## src/rtl/uart_fe_pkg.sv

```systemverilog
// Package: shared state encoding and helper functions for the UART frame engine.
// Assumes characters of at most eight bits and sixteen ticks per bit.
package uart_fe_pkg;
    localparam int CHAR_W    = 8;
    localparam int TICK_W    = 4;
    localparam logic [TICK_W-1:0] LAST_TICK = 4'd15;
    localparam logic [TICK_W-1:0] MID_TICK  = 4'd7;

    typedef enum logic [2:0] {
        ST_IDLE,
        ST_START,
        ST_DATA,
        ST_PAR,
        ST_STOP,
        ST_HOLD
    } frame_st_t;

    // Number of data bits for a length code.
    function automatic logic [3:0] sym_len(input logic [1:0] code);
        return 4'd5 + {2'b00, code};
    endfunction

    // Mask keeping only the bits inside the selected character length.
    function automatic logic [CHAR_W-1:0] sym_mask(input logic [1:0] code);
        return 8'hFF >> (2'd3 - code);
    endfunction

    // Parity bit that makes the total count of ones even (odd=0) or odd (odd=1).
    function automatic logic parity_bit(input logic [CHAR_W-1:0] d, input logic odd);
        return (^d) ^ odd;
    endfunction
endpackage

```

## src/rtl/uart_fe_baud.sv

```systemverilog
// Module: baud tick generator. Produces a one-cycle tick every div+1 clocks
// while enabled. Assumes div is held stable while enabled.
module uart_fe_baud #(
    parameter int BAUD_W = 12
) (
    input  logic              clk,
    input  logic              rst_n,
    input  logic              en,
    input  logic [BAUD_W-1:0] div,
    output logic              tick
);
    logic [BAUD_W-1:0] cnt;

    // Divide the clock and emit a registered tick at the end of each period.
    always_ff @(posedge clk) begin
        if (!rst_n || !en) begin
            cnt  <= '0;
            tick <= 1'b0;
        end else if (cnt == div) begin
            cnt  <= '0;
            tick <= 1'b1;
        end else begin
            cnt  <= cnt + 1'b1;
            tick <= 1'b0;
        end
    end
endmodule

```

## src/rtl/uart_fe_tx.sv

```systemverilog
// Module: transmit shifter. Sends start, 5..8 data bits LSB first, optional
// parity and one or two stop bits, each bit sixteen ticks long. Drives both
// the external pin and an internal copy for loopback. Assumes format inputs
// are stable while enabled.
module uart_fe_tx
    import uart_fe_pkg::*;
(
    input  logic              clk,
    input  logic              rst_n,
    input  logic              tick,
    input  logic              en,
    input  logic [1:0]        bits_code,
    input  logic              two_stop,
    input  logic              par_en,
    input  logic              par_odd,
    input  logic              brk,
    input  logic              loop,
    input  logic [CHAR_W-1:0] data,
    input  logic              valid,
    output logic              ready,
    output logic              pin_line,
    output logic              int_line
);
    frame_st_t         state;
    logic [TICK_W-1:0] tcnt;
    logic [CHAR_W-1:0] shreg;
    logic [2:0]        bidx;
    logic              extra_stop;
    logic              par_q;
    logic              bit_now;
    logic [3:0]        len;

    assign len   = sym_len(bits_code);
    assign ready = en && (state == ST_IDLE);

    // Select the level of the bit currently being sent.
    always_comb begin
        case (state)
            ST_START: bit_now = 1'b0;
            ST_DATA:  bit_now = shreg[0];
            ST_PAR:   bit_now = par_q;
            default:  bit_now = 1'b1;
        endcase
    end

    // Frame sequencer: accept a byte, then step through the bits on ticks.
    always_ff @(posedge clk) begin
        if (!rst_n) begin
            state      <= ST_IDLE;
            tcnt       <= '0;
            shreg      <= '0;
            bidx       <= '0;
            extra_stop <= 1'b0;
            par_q      <= 1'b0;
        end else if (!en) begin
            state <= ST_IDLE;
            tcnt  <= '0;
        end else if (state == ST_IDLE) begin
            if (valid) begin
                shreg      <= data & sym_mask(bits_code);
                par_q      <= parity_bit(data & sym_mask(bits_code), par_odd);
                state      <= ST_START;
                tcnt       <= '0;
                bidx       <= '0;
                extra_stop <= 1'b0;
            end
        end else if (tick) begin
            tcnt <= tcnt + 4'd1;
            if (tcnt == LAST_TICK) begin
                case (state)
                    ST_START: state <= ST_DATA;
                    ST_DATA: begin
                        shreg <= shreg >> 1;
                        bidx  <= bidx + 3'd1;
                        if ({1'b0, bidx} == len - 4'd1)
                            state <= par_en ? ST_PAR : ST_STOP;
                    end
                    ST_PAR:  state <= ST_STOP;
                    ST_STOP: begin
                        if (two_stop && !extra_stop)
                            extra_stop <= 1'b1;
                        else
                            state <= ST_IDLE;
                    end
                    default: state <= ST_IDLE;
                endcase
            end
        end
    end

    // Register the line levels; break overrides data, loopback parks the pin.
    always_ff @(posedge clk) begin
        if (!rst_n) begin
            pin_line <= 1'b1;
            int_line <= 1'b1;
        end else begin
            int_line <= brk ? 1'b0 : bit_now;
            pin_line <= loop ? 1'b1 : (brk ? 1'b0 : bit_now);
        end
    end
endmodule

```

## src/rtl/uart_fe_rx.sv

```systemverilog
// Module: receive shifter. Confirms the start bit at mid-bit, samples each
// following bit in its centre, checks parity and stop, and flags breaks.
// Assumes line_in is already synchronous to clk.
module uart_fe_rx
    import uart_fe_pkg::*;
(
    input  logic              clk,
    input  logic              rst_n,
    input  logic              tick,
    input  logic              en,
    input  logic [1:0]        bits_code,
    input  logic              par_en,
    input  logic              par_odd,
    input  logic              line_in,
    output logic              valid,
    output logic [CHAR_W-1:0] data,
    output logic              par_err,
    output logic              frm_err,
    output logic              brk_flag
);
    frame_st_t         state;
    logic [TICK_W-1:0] tcnt;
    logic [CHAR_W-1:0] shreg;
    logic [2:0]        bidx;
    logic              par_seen;
    logic [3:0]        len;
    logic [CHAR_W-1:0] aligned;
    logic              stop_low;
    logic              is_brk;

    assign len      = sym_len(bits_code);
    assign aligned  = shreg >> (4'd8 - len);
    assign stop_low = !line_in;
    assign is_brk   = stop_low && (aligned == '0);

    // Receive sequencer with the one-cycle result strobe.
    always_ff @(posedge clk) begin
        if (!rst_n || !en) begin
            state    <= ST_IDLE;
            tcnt     <= '0;
            shreg    <= '0;
            bidx     <= '0;
            par_seen <= 1'b0;
            valid    <= 1'b0;
            data     <= '0;
            par_err  <= 1'b0;
            frm_err  <= 1'b0;
            brk_flag <= 1'b0;
        end else begin
            valid <= 1'b0;
            case (state)
                ST_IDLE: begin
                    if (!line_in) begin
                        state <= ST_START;
                        tcnt  <= '0;
                    end
                end
                ST_START: begin
                    if (tick) begin
                        tcnt <= tcnt + 4'd1;
                        if (tcnt == MID_TICK) begin
                            tcnt  <= '0;
                            bidx  <= '0;
                            state <= line_in ? ST_IDLE : ST_DATA;
                        end
                    end
                end
                ST_DATA: begin
                    if (tick) begin
                        tcnt <= tcnt + 4'd1;
                        if (tcnt == LAST_TICK) begin
                            shreg <= {line_in, shreg[CHAR_W-1:1]};
                            bidx  <= bidx + 3'd1;
                            if ({1'b0, bidx} == len - 4'd1)
                                state <= par_en ? ST_PAR : ST_STOP;
                        end
                    end
                end
                ST_PAR: begin
                    if (tick) begin
                        tcnt <= tcnt + 4'd1;
                        if (tcnt == LAST_TICK) begin
                            par_seen <= line_in;
                            state    <= ST_STOP;
                        end
                    end
                end
                ST_STOP: begin
                    if (tick) begin
                        tcnt <= tcnt + 4'd1;
                        if (tcnt == LAST_TICK) begin
                            valid    <= 1'b1;
                            data     <= aligned;
                            brk_flag <= is_brk;
                            frm_err  <= stop_low && !is_brk;
                            par_err  <= par_en && !is_brk &&
                                        (par_seen != parity_bit(aligned, par_odd));
                            state    <= line_in ? ST_IDLE : ST_HOLD;
                        end
                    end
                end
                default: begin
                    if (line_in)
                        state <= ST_IDLE;
                end
            endcase
        end
    end
endmodule

```

## src/rtl/uart_frame_engine.sv

```systemverilog
// Module: top of the UART frame engine. Ties the baud generator, transmit
// and receive shifters together, synchronizes the serial input, selects the
// loopback source and drives the inverted modem outputs. Assumes the format
// inputs change only while the three enables are low.
module uart_frame_engine
    import uart_fe_pkg::*;
#(
    parameter int BAUD_W      = 12,
    parameter int SYNC_STAGES = 2
) (
    input  logic              clk,
    input  logic              rst_n,
    input  logic              cfg_brg_en,
    input  logic              cfg_tx_en,
    input  logic              cfg_rx_en,
    input  logic [1:0]        cfg_bits_code,
    input  logic              cfg_two_stop,
    input  logic              cfg_tx_par_en,
    input  logic              cfg_tx_par_odd,
    input  logic              cfg_rx_par_en,
    input  logic              cfg_rx_par_odd,
    input  logic              cfg_break,
    input  logic              cfg_loop,
    input  logic              cfg_dtr_bit,
    input  logic              cfg_rts_bit,
    input  logic [BAUD_W-1:0] baud_word,
    input  logic [7:0]        tx_data,
    input  logic              tx_valid,
    output logic              tx_ready,
    output logic [7:0]        rx_data,
    output logic              rx_valid,
    output logic              rx_par_err,
    output logic              rx_frm_err,
    output logic              rx_brk,
    input  logic              serial_in,
    output logic              serial_out,
    output logic              dtr_n,
    output logic              rts_n
);
    localparam int SYNC_LAST = SYNC_STAGES - 1;

    logic                   tick;
    logic                   tx_int_line;
    logic [SYNC_STAGES-1:0] sync_q;
    logic                   rx_src;

    uart_fe_baud #(.BAUD_W(BAUD_W)) u_baud (
        .clk  (clk),
        .rst_n(rst_n),
        .en   (cfg_brg_en),
        .div  (baud_word),
        .tick (tick)
    );

    uart_fe_tx u_tx (
        .clk      (clk),
        .rst_n    (rst_n),
        .tick     (tick),
        .en       (cfg_tx_en),
        .bits_code(cfg_bits_code),
        .two_stop (cfg_two_stop),
        .par_en   (cfg_tx_par_en),
        .par_odd  (cfg_tx_par_odd),
        .brk      (cfg_break),
        .loop     (cfg_loop),
        .data     (tx_data),
        .valid    (tx_valid),
        .ready    (tx_ready),
        .pin_line (serial_out),
        .int_line (tx_int_line)
    );

    // Input synchronizer chain, one flop per stage, idles high.
    generate
        for (genvar s = 0; s < SYNC_STAGES; s++) begin : g_sync
            if (s == 0) begin : g_first
                // First stage captures the asynchronous pin.
                always_ff @(posedge clk) begin
                    if (!rst_n) sync_q[0] <= 1'b1;
                    else        sync_q[0] <= serial_in;
                end
            end else begin : g_next
                // Later stages pass the level along.
                always_ff @(posedge clk) begin
                    if (!rst_n) sync_q[s] <= 1'b1;
                    else        sync_q[s] <= sync_q[s-1];
                end
            end
        end
    endgenerate

    assign rx_src = cfg_loop ? tx_int_line : sync_q[SYNC_LAST];

    uart_fe_rx u_rx (
        .clk      (clk),
        .rst_n    (rst_n),
        .tick     (tick),
        .en       (cfg_rx_en),
        .bits_code(cfg_bits_code),
        .par_en   (cfg_rx_par_en),
        .par_odd  (cfg_rx_par_odd),
        .line_in  (rx_src),
        .valid    (rx_valid),
        .data     (rx_data),
        .par_err  (rx_par_err),
        .frm_err  (rx_frm_err),
        .brk_flag (rx_brk)
    );

    // Modem outputs show the inverse of their control bits.
    always_ff @(posedge clk) begin
        if (!rst_n) begin
            dtr_n <= 1'b1;
            rts_n <= 1'b1;
        end else begin
            dtr_n <= !cfg_dtr_bit;
            rts_n <= !cfg_rts_bit;
        end
    end
endmodule

```

## config.mk

```make
export PLATFORM = sky130hd
export DESIGN_NAME = uart_frame_engine
export DESIGN_NICKNAME = d
export VERILOG_FILES = /design/src/rtl/uart_fe_pkg.sv /design/src/rtl/uart_fe_baud.sv /design/src/rtl/uart_fe_tx.sv /design/src/rtl/uart_fe_rx.sv /design/src/rtl/uart_frame_engine.sv
export SDC_FILE = /design/constraint.sdc
export NUM_CORES = 1
export LEC_CHECK = 0
export ABC_AREA = 1
export BUFFER_PORTS_ARGS = -buffer_cell sky130_fd_sc_hd__buf_2
export CORE_MARGIN = 5
export CORE_UTILIZATION = 40
export DETAILED_ROUTE_END_ITERATION = 6
export SYNTH_ARGS = -nofsm -noshare
export SYNTH_HDL_FRONTEND = slang
export SYNTH_SLANG_ARGS = --single-unit
export TNS_END_PERCENT = 100
```

## constraint.sdc

```tcl
create_clock -name clk -period 5.35 [get_ports clk]
set_input_delay 0 -clock clk [delete_from_list [all_inputs] [get_ports clk]]
set_output_delay 0 -clock clk [all_outputs]
set_load 0.01 [all_outputs]
```

### After elaboration in Yosys (flattened, before gate mapping)

Cells that the tools add are included.

* eq/ne operators: 29
* reduce and logical (&&, ||, !) cells: 45
* mux-type cells: 57
* bitwise logic cells: 6
* shift operators: 2
* add/subtract/negate cells: 9

Operators with widths (count)
* $mux W3: 29
* $mux W8: 5
* $mux W4: 7
* $reduce_xor A8 Y1: 2
* $pmux W3 S5: 1
* $reduce_and A5 Y1: 3
* $add A12 B1 Y12 const B: 1
* $eq A12 B12 Y1: 1
* $eq A3 B2 Y1 const B: 4
* $ne A2 B1 Y1 const B: 6
* $ne A2 B2 Y1 const B: 6
* $pmux W3 S4: 1
* $pmux W4 S3: 1
* $reduce_and A3 Y1: 4
* $reduce_bool A2 Y1: 6
* $reduce_and A11 Y1: 1
* $mux W1: 10
* $add A4 B1 Y4 const B: 2
* $and A8 B8 Y8: 1
* $eq A3 B4 Y1: 2
* $eq A4 B4 Y1 const B: 2
* $logic_not A1 Y1: 8
* $logic_not A8 Y1: 1
* $shr A8 B2 Y8 const A: 1
* 27 further kinds: 43

* logic and storage cells: 172
* output and inout port bits: 16
* register bits: 70
* input port bits: 38

### Depth between registers and ports, before layout

* word-level depth: 8
* depth in mapped cells: 14
* gate-level depth less buffers: 14

### Modules after synthesis

From an unflattened synthesis, not the netlist that was laid out.

* cell total of the unflattened synthesis: 609
* area total of the unflattened synthesis: 4071.4 um2

Modules (own cells, without submodules)
* uart_fe_rx: area an instance 1815.5 um2, seq. area each 620.6 um2, cells an instance 261, times used 1
* uart_fe_tx: area an instance 1377.6 um2, seq. area each 440.4 um2, cells an instance 214, times used 1
* uart_fe_baud: area an instance 760.7 um2, seq. area each 260.2 um2, cells an instance 120, times used 1
* uart_frame_engine: area an instance 117.6 um2, seq. area each 80.1 um2, cells an instance 14, times used 1

### Least setup slack after synthesis

Ideal clock, no wire load.

* path kind: input -> register
* start point: in cfg_bits_code[0]
* end point: reg u_rx.par_err
* required time: 5.234 ns
* arrival: 1.662 ns
* cell stages on the path: 12
* library setup time: 0.116 ns
* path buffers: 0
* setup slack: 3.571 ns
* cell sequence: inv_2 -> ha_1 -> inv_1 -> nand2_1 -> nand2_2 -> a21oi_1 -> o21ai_0 -> ha_1 -> xnor2_1 -> xnor2_1 -> xnor2_1 -> o21ai_1

* word-level cells in the longest chain between the ends: 8
* elaborated cells on any way between the ends: 11
* those cells by class: add/sub: 2; eq/ne: 1; shift: 1; bitwise: 1; reduce/logical: 6

Ends and longest elaborated chain
* from (decl): RTL line uart_frame_engine.sv:16 `input logic [1:0] cfg_bits_code,`
* $add A3 B2 Y4 *: RTL line uart_fe_pkg.sv:20 `return 4'd5 + {2'b00, code};`
* $sub A4 B4 Y4 *: RTL line uart_fe_rx.sv:32 `assign aligned = shreg >> (4'd8 - len);`
* $shr A8 B4 Y8 *: RTL line uart_fe_rx.sv:32
* $logic_not A8 Y1: RTL line uart_fe_rx.sv:34 `assign is_brk = stop_low && (aligned == '0);`
* $logic_and A1 B1 Y1: RTL line uart_fe_rx.sv:34
* $logic_not A1 Y1: RTL line uart_fe_rx.sv:96 `par_err <= par_en && !is_brk &&`
* $logic_and A1 B1 Y1: RTL line uart_fe_rx.sv:96
* $logic_and A1 B1 Y1 *: RTL line uart_fe_rx.sv:96
* to (signal assigned): RTL line uart_fe_rx.sv:96
* to (decl): RTL line uart_fe_rx.sv:17 `output logic par_err,`

Every way passes the cells marked *; elsewhere a longest branch is shown, timed or not.
A chain may end at the register's enable or synchronous reset.

### Worst setup path after layout

Same ends and word-level chain as after synthesis.

==> flow_metrics.py <==
metrics = {
    "clock_network": {
        "cts_buffer_depth": 2,
        "cts_made_buffers": 9,
        "cts_tree": "built",
        "ctsHtreeMaxLevel": 3,
        "clk_latency_ns": 0.35,
        "cts-root-buf": "clkbuf_8",
        "clock_sinks": 70,
        "clk_pin_slew_ns": 0.07,
        "cts.repair.resized": 0,
    },
    "timing": {
        "slew_headroom_pct": 46.4,
        "rsz0062_at_grt": "no",
        "fin_tns_setup_ns": 0,
        "fin_crit_ns": 1.99,
        "finalClockSkew_ns": 0.00538,
        "timing.hold.ws_ns": 0.0114,
        "hold_viol_final": 0,
        "fmax_ghz": 0.504,
        "final.period_utilization_pct": 37.1,
        "worst_pin_slew_ns": 0.796,
        "finalSetupViolations": 0,
        "slew_violations": 0,
    },
    "routing": {
        "drt_iter0_markers": 225,
        "viasPerCell": 4.83,
        "routedWlPerCell_um": 11.5,
        "ant_nets": 0,
        "via_count": 3682,
        "first_pass_iters": 6,
        "drc": 0,
        "wirelength_mm": 8.76,
    },
    "die": {
        "die_area_um2": 11800,
        "top_level_ports": 54,
        "core_area_um2": 9640,
        "start_util_pct": 40.3,
        "die_w_um": 109,
        "die_height_um": 109,
        "rows": 36,
    },
    "flow_run": {
        "maxCapViolCount": 0,
    },
    "critical_path": {
        "criticalPathCategory": "primary input to register",
        "start_kind": "primary input",
        "crit_path_max_incr_delay_ns": 0.36,
        "crit_path_frequent_cell": "xnor2_1",
        "cp_max_fo": 13,
        "arrival_ns": 2.22,
        "cp_cell_sequence": "buf_2 > inv_2 > ha_1 > inv_1 > nand2_1 > nand2_2 > a21oi_1 > o21ai_0 > ha_1 > xnor2_1 > xnor2_1 > xnor2_1 > o21ai_1",
        "worst_ep_required_time_ns": 5.59,
        "r2r_cells": 10,
        "worstSetupEndpointType": "register",
        "slowest_stage": "ha_1",
    },
    "outcome": {
        "status": "complete, no violations",
    },
    "yosys": {
        "synth_nets": 609,
        "synth_warnings": 0,
        "syn_inst": 559,
        "netlist_area_um2": 3880,
        "ys_types": 34,
        "synth_ff_type": "dfxtp_1",
        "postSynthAreaPerCell_um2": 6.94,
        "seq_area_frac_synth_pct": 36.1,
        "synthTopCellsByCount": "134 x nand2_1, 70 x dfxtp_1, 70 x nor2_1",
        "yosysTopAreaCell": "dfxtp_1",
        "ys_ff_latch": 70,
        "synth.area.top_cells": "dfxtp_1 36%, nand2_1 13%, nor2_1 6.8%",
        "ys_async_sr_fraction_pct": 0,
        "yosysMostFrequentCell": "nand2_1",
        "synth_edf_count": 0,
        "synth.top_cell.area_share_pct": 36.1,
    },
    "pwr": {
        "fin_total_pwr_mw": 1.19,
        "p_per_area_nw_per_um2": 260,
        "power_leakage_nw": 2.07,
        "ir_worst_vdd_v": 0.000122,
    },
    "global_routing": {
        "gr-total-overflow": 0,
        "grt_pass1_vias": 3532,
        "grt_pass1_wl_mm": 15.5,
        "grt_max_degree": 23,
        "grt_usage_pct": 16.2,
        "antenna_found_initial": 0,
    },
    "layout": {
        "syn2layout_area_growth_pct": 17.9,
        "finish.utilization_pct": 47.5,
        "final_area_um2": 4580,
        "drive_gt1_share_pct": 15.9,
        "final_nets": 674,
        "antennaDiodeCount": 0,
    },
    "place": {
        "port_buffers": 53,
        "postPlaceCellArea_um2": 4240,
        "hpwl_mm": 6.57,
        "place.gp.congestion": 0.837,
    },
    "min_path": {
        "min_path_type": "primary input to register",
        "min_path_cells": 5,
    },
}
## cell type report
cell class	count	area, um2
clock buffers	12	145
multi-input cells	419	2180
repair buffers	65	385
inverters	59	224
clock inverters	4	70.1
fillers	998	5060
well taps	133	166
flip-flops and latches	70	1400
## worst max-delay path, delay by kind of cell
| family | cells | cell delay (ns) |
|---|---|---|
| adders and majority gates | 2 | 0.69 |
| AOI/OAI and AO/OA | 3 | 0.36 |
| xor gates and xnor gates | 3 | 0.47 |
| buffers and inverters | 3 | 0.45 |
| and+or+nand+nor | 2 | 0.26 |
## what timing repair did
action                                 CTS  global route
endpoints found under the hold margin   10             0
hold buffers                            12             0
buffers inserted                         0             0
## where the power goes
part	switching, mW	leakage, nW	internal [mW]	total [mW]
clock	0.198	0.110	0.274	0.472
combinational	0.107	1.39	0.0723	0.179
sequential	0.00765	0.567	0.531	0.539
total	0.312	2.07	0.878	1.19
## cells by family (layout without fill, tap and decap cells)
kind of cell	after synthesis	count (layout)	synth area share (%)
and+or+nand+nor	288	288	33.3
AOI/OAI and AO/OA	86	86	11.6
DFF	70	70	36.1
buffers and inverters	70	140	7.64
xor gates and xnor gates	31	31	7.00
adders and majority gates	12	12	3.87
muxes	2	2	0.516
## cells in the final DEF, fill, tap and decap left out, drive strengths merged, types with 12 or more instances in the layout
master,synthesis,routed
a21oi,35,35
buf,7,53
clkbuf,4,12
dfxtp,70,70
dlygate4sd3,0,12
ha,12,12
inv,59,59
nand2,143,143
nand3,42,42
nor2,77,77
o21ai,44,44
xnor2,18,18
xor2,13,13
## registers in the layout, indices dropped and copies added (netlist names), 2 cells and up
| name | flops |
|---|---|
| u_rx.tcnt | 4 |
| u_tx.state | 3 |
| u_rx.bidx | 3 |
| u_rx.state | 3 |
| u_tx.tcnt | 4 |
| u_baud.cnt | 12 |
| sync_q | 2 |
| u_tx.bidx | 3 |
| u_rx.data | 8 |
| u_tx.shreg | 8 |
| u_rx.shreg | 8 |
## worst paths after layout
| check | to | from | slack, ns |
|---|---|---|---|
| setup / recovery | u_rx.par_err | cfg_bits_code[0] | 3.36 |
| hold / removal | u_tx.shreg[2] | tx_data[2] | 0.01 |
| setup reg to reg | u_tx.shreg[3] | u_tx.state[0] | 3.47 |
| hold reg to reg | sync_q[1] | sync_q[0] | 0.43 |
## stage by stage
step | std cells | setup slack, ns
detailed placement | 734 | 3.02
floorplan | 559 | 3.57
CTS | 762 | 3.39
finish | 762 | 3.36
global placement | 734 | 3.13
global route | 762 | 3.16
## layer usage
metal	up-vias	global-route usage [%]	share of wire, %
li1	1931	-	-
met1	1684	20.6	48
met2	57	27.1	47
met3	10	2.93	3.9
met4	0	6.49	1.4
met5	-	0	0
Power figures use the tool's default switching activity.
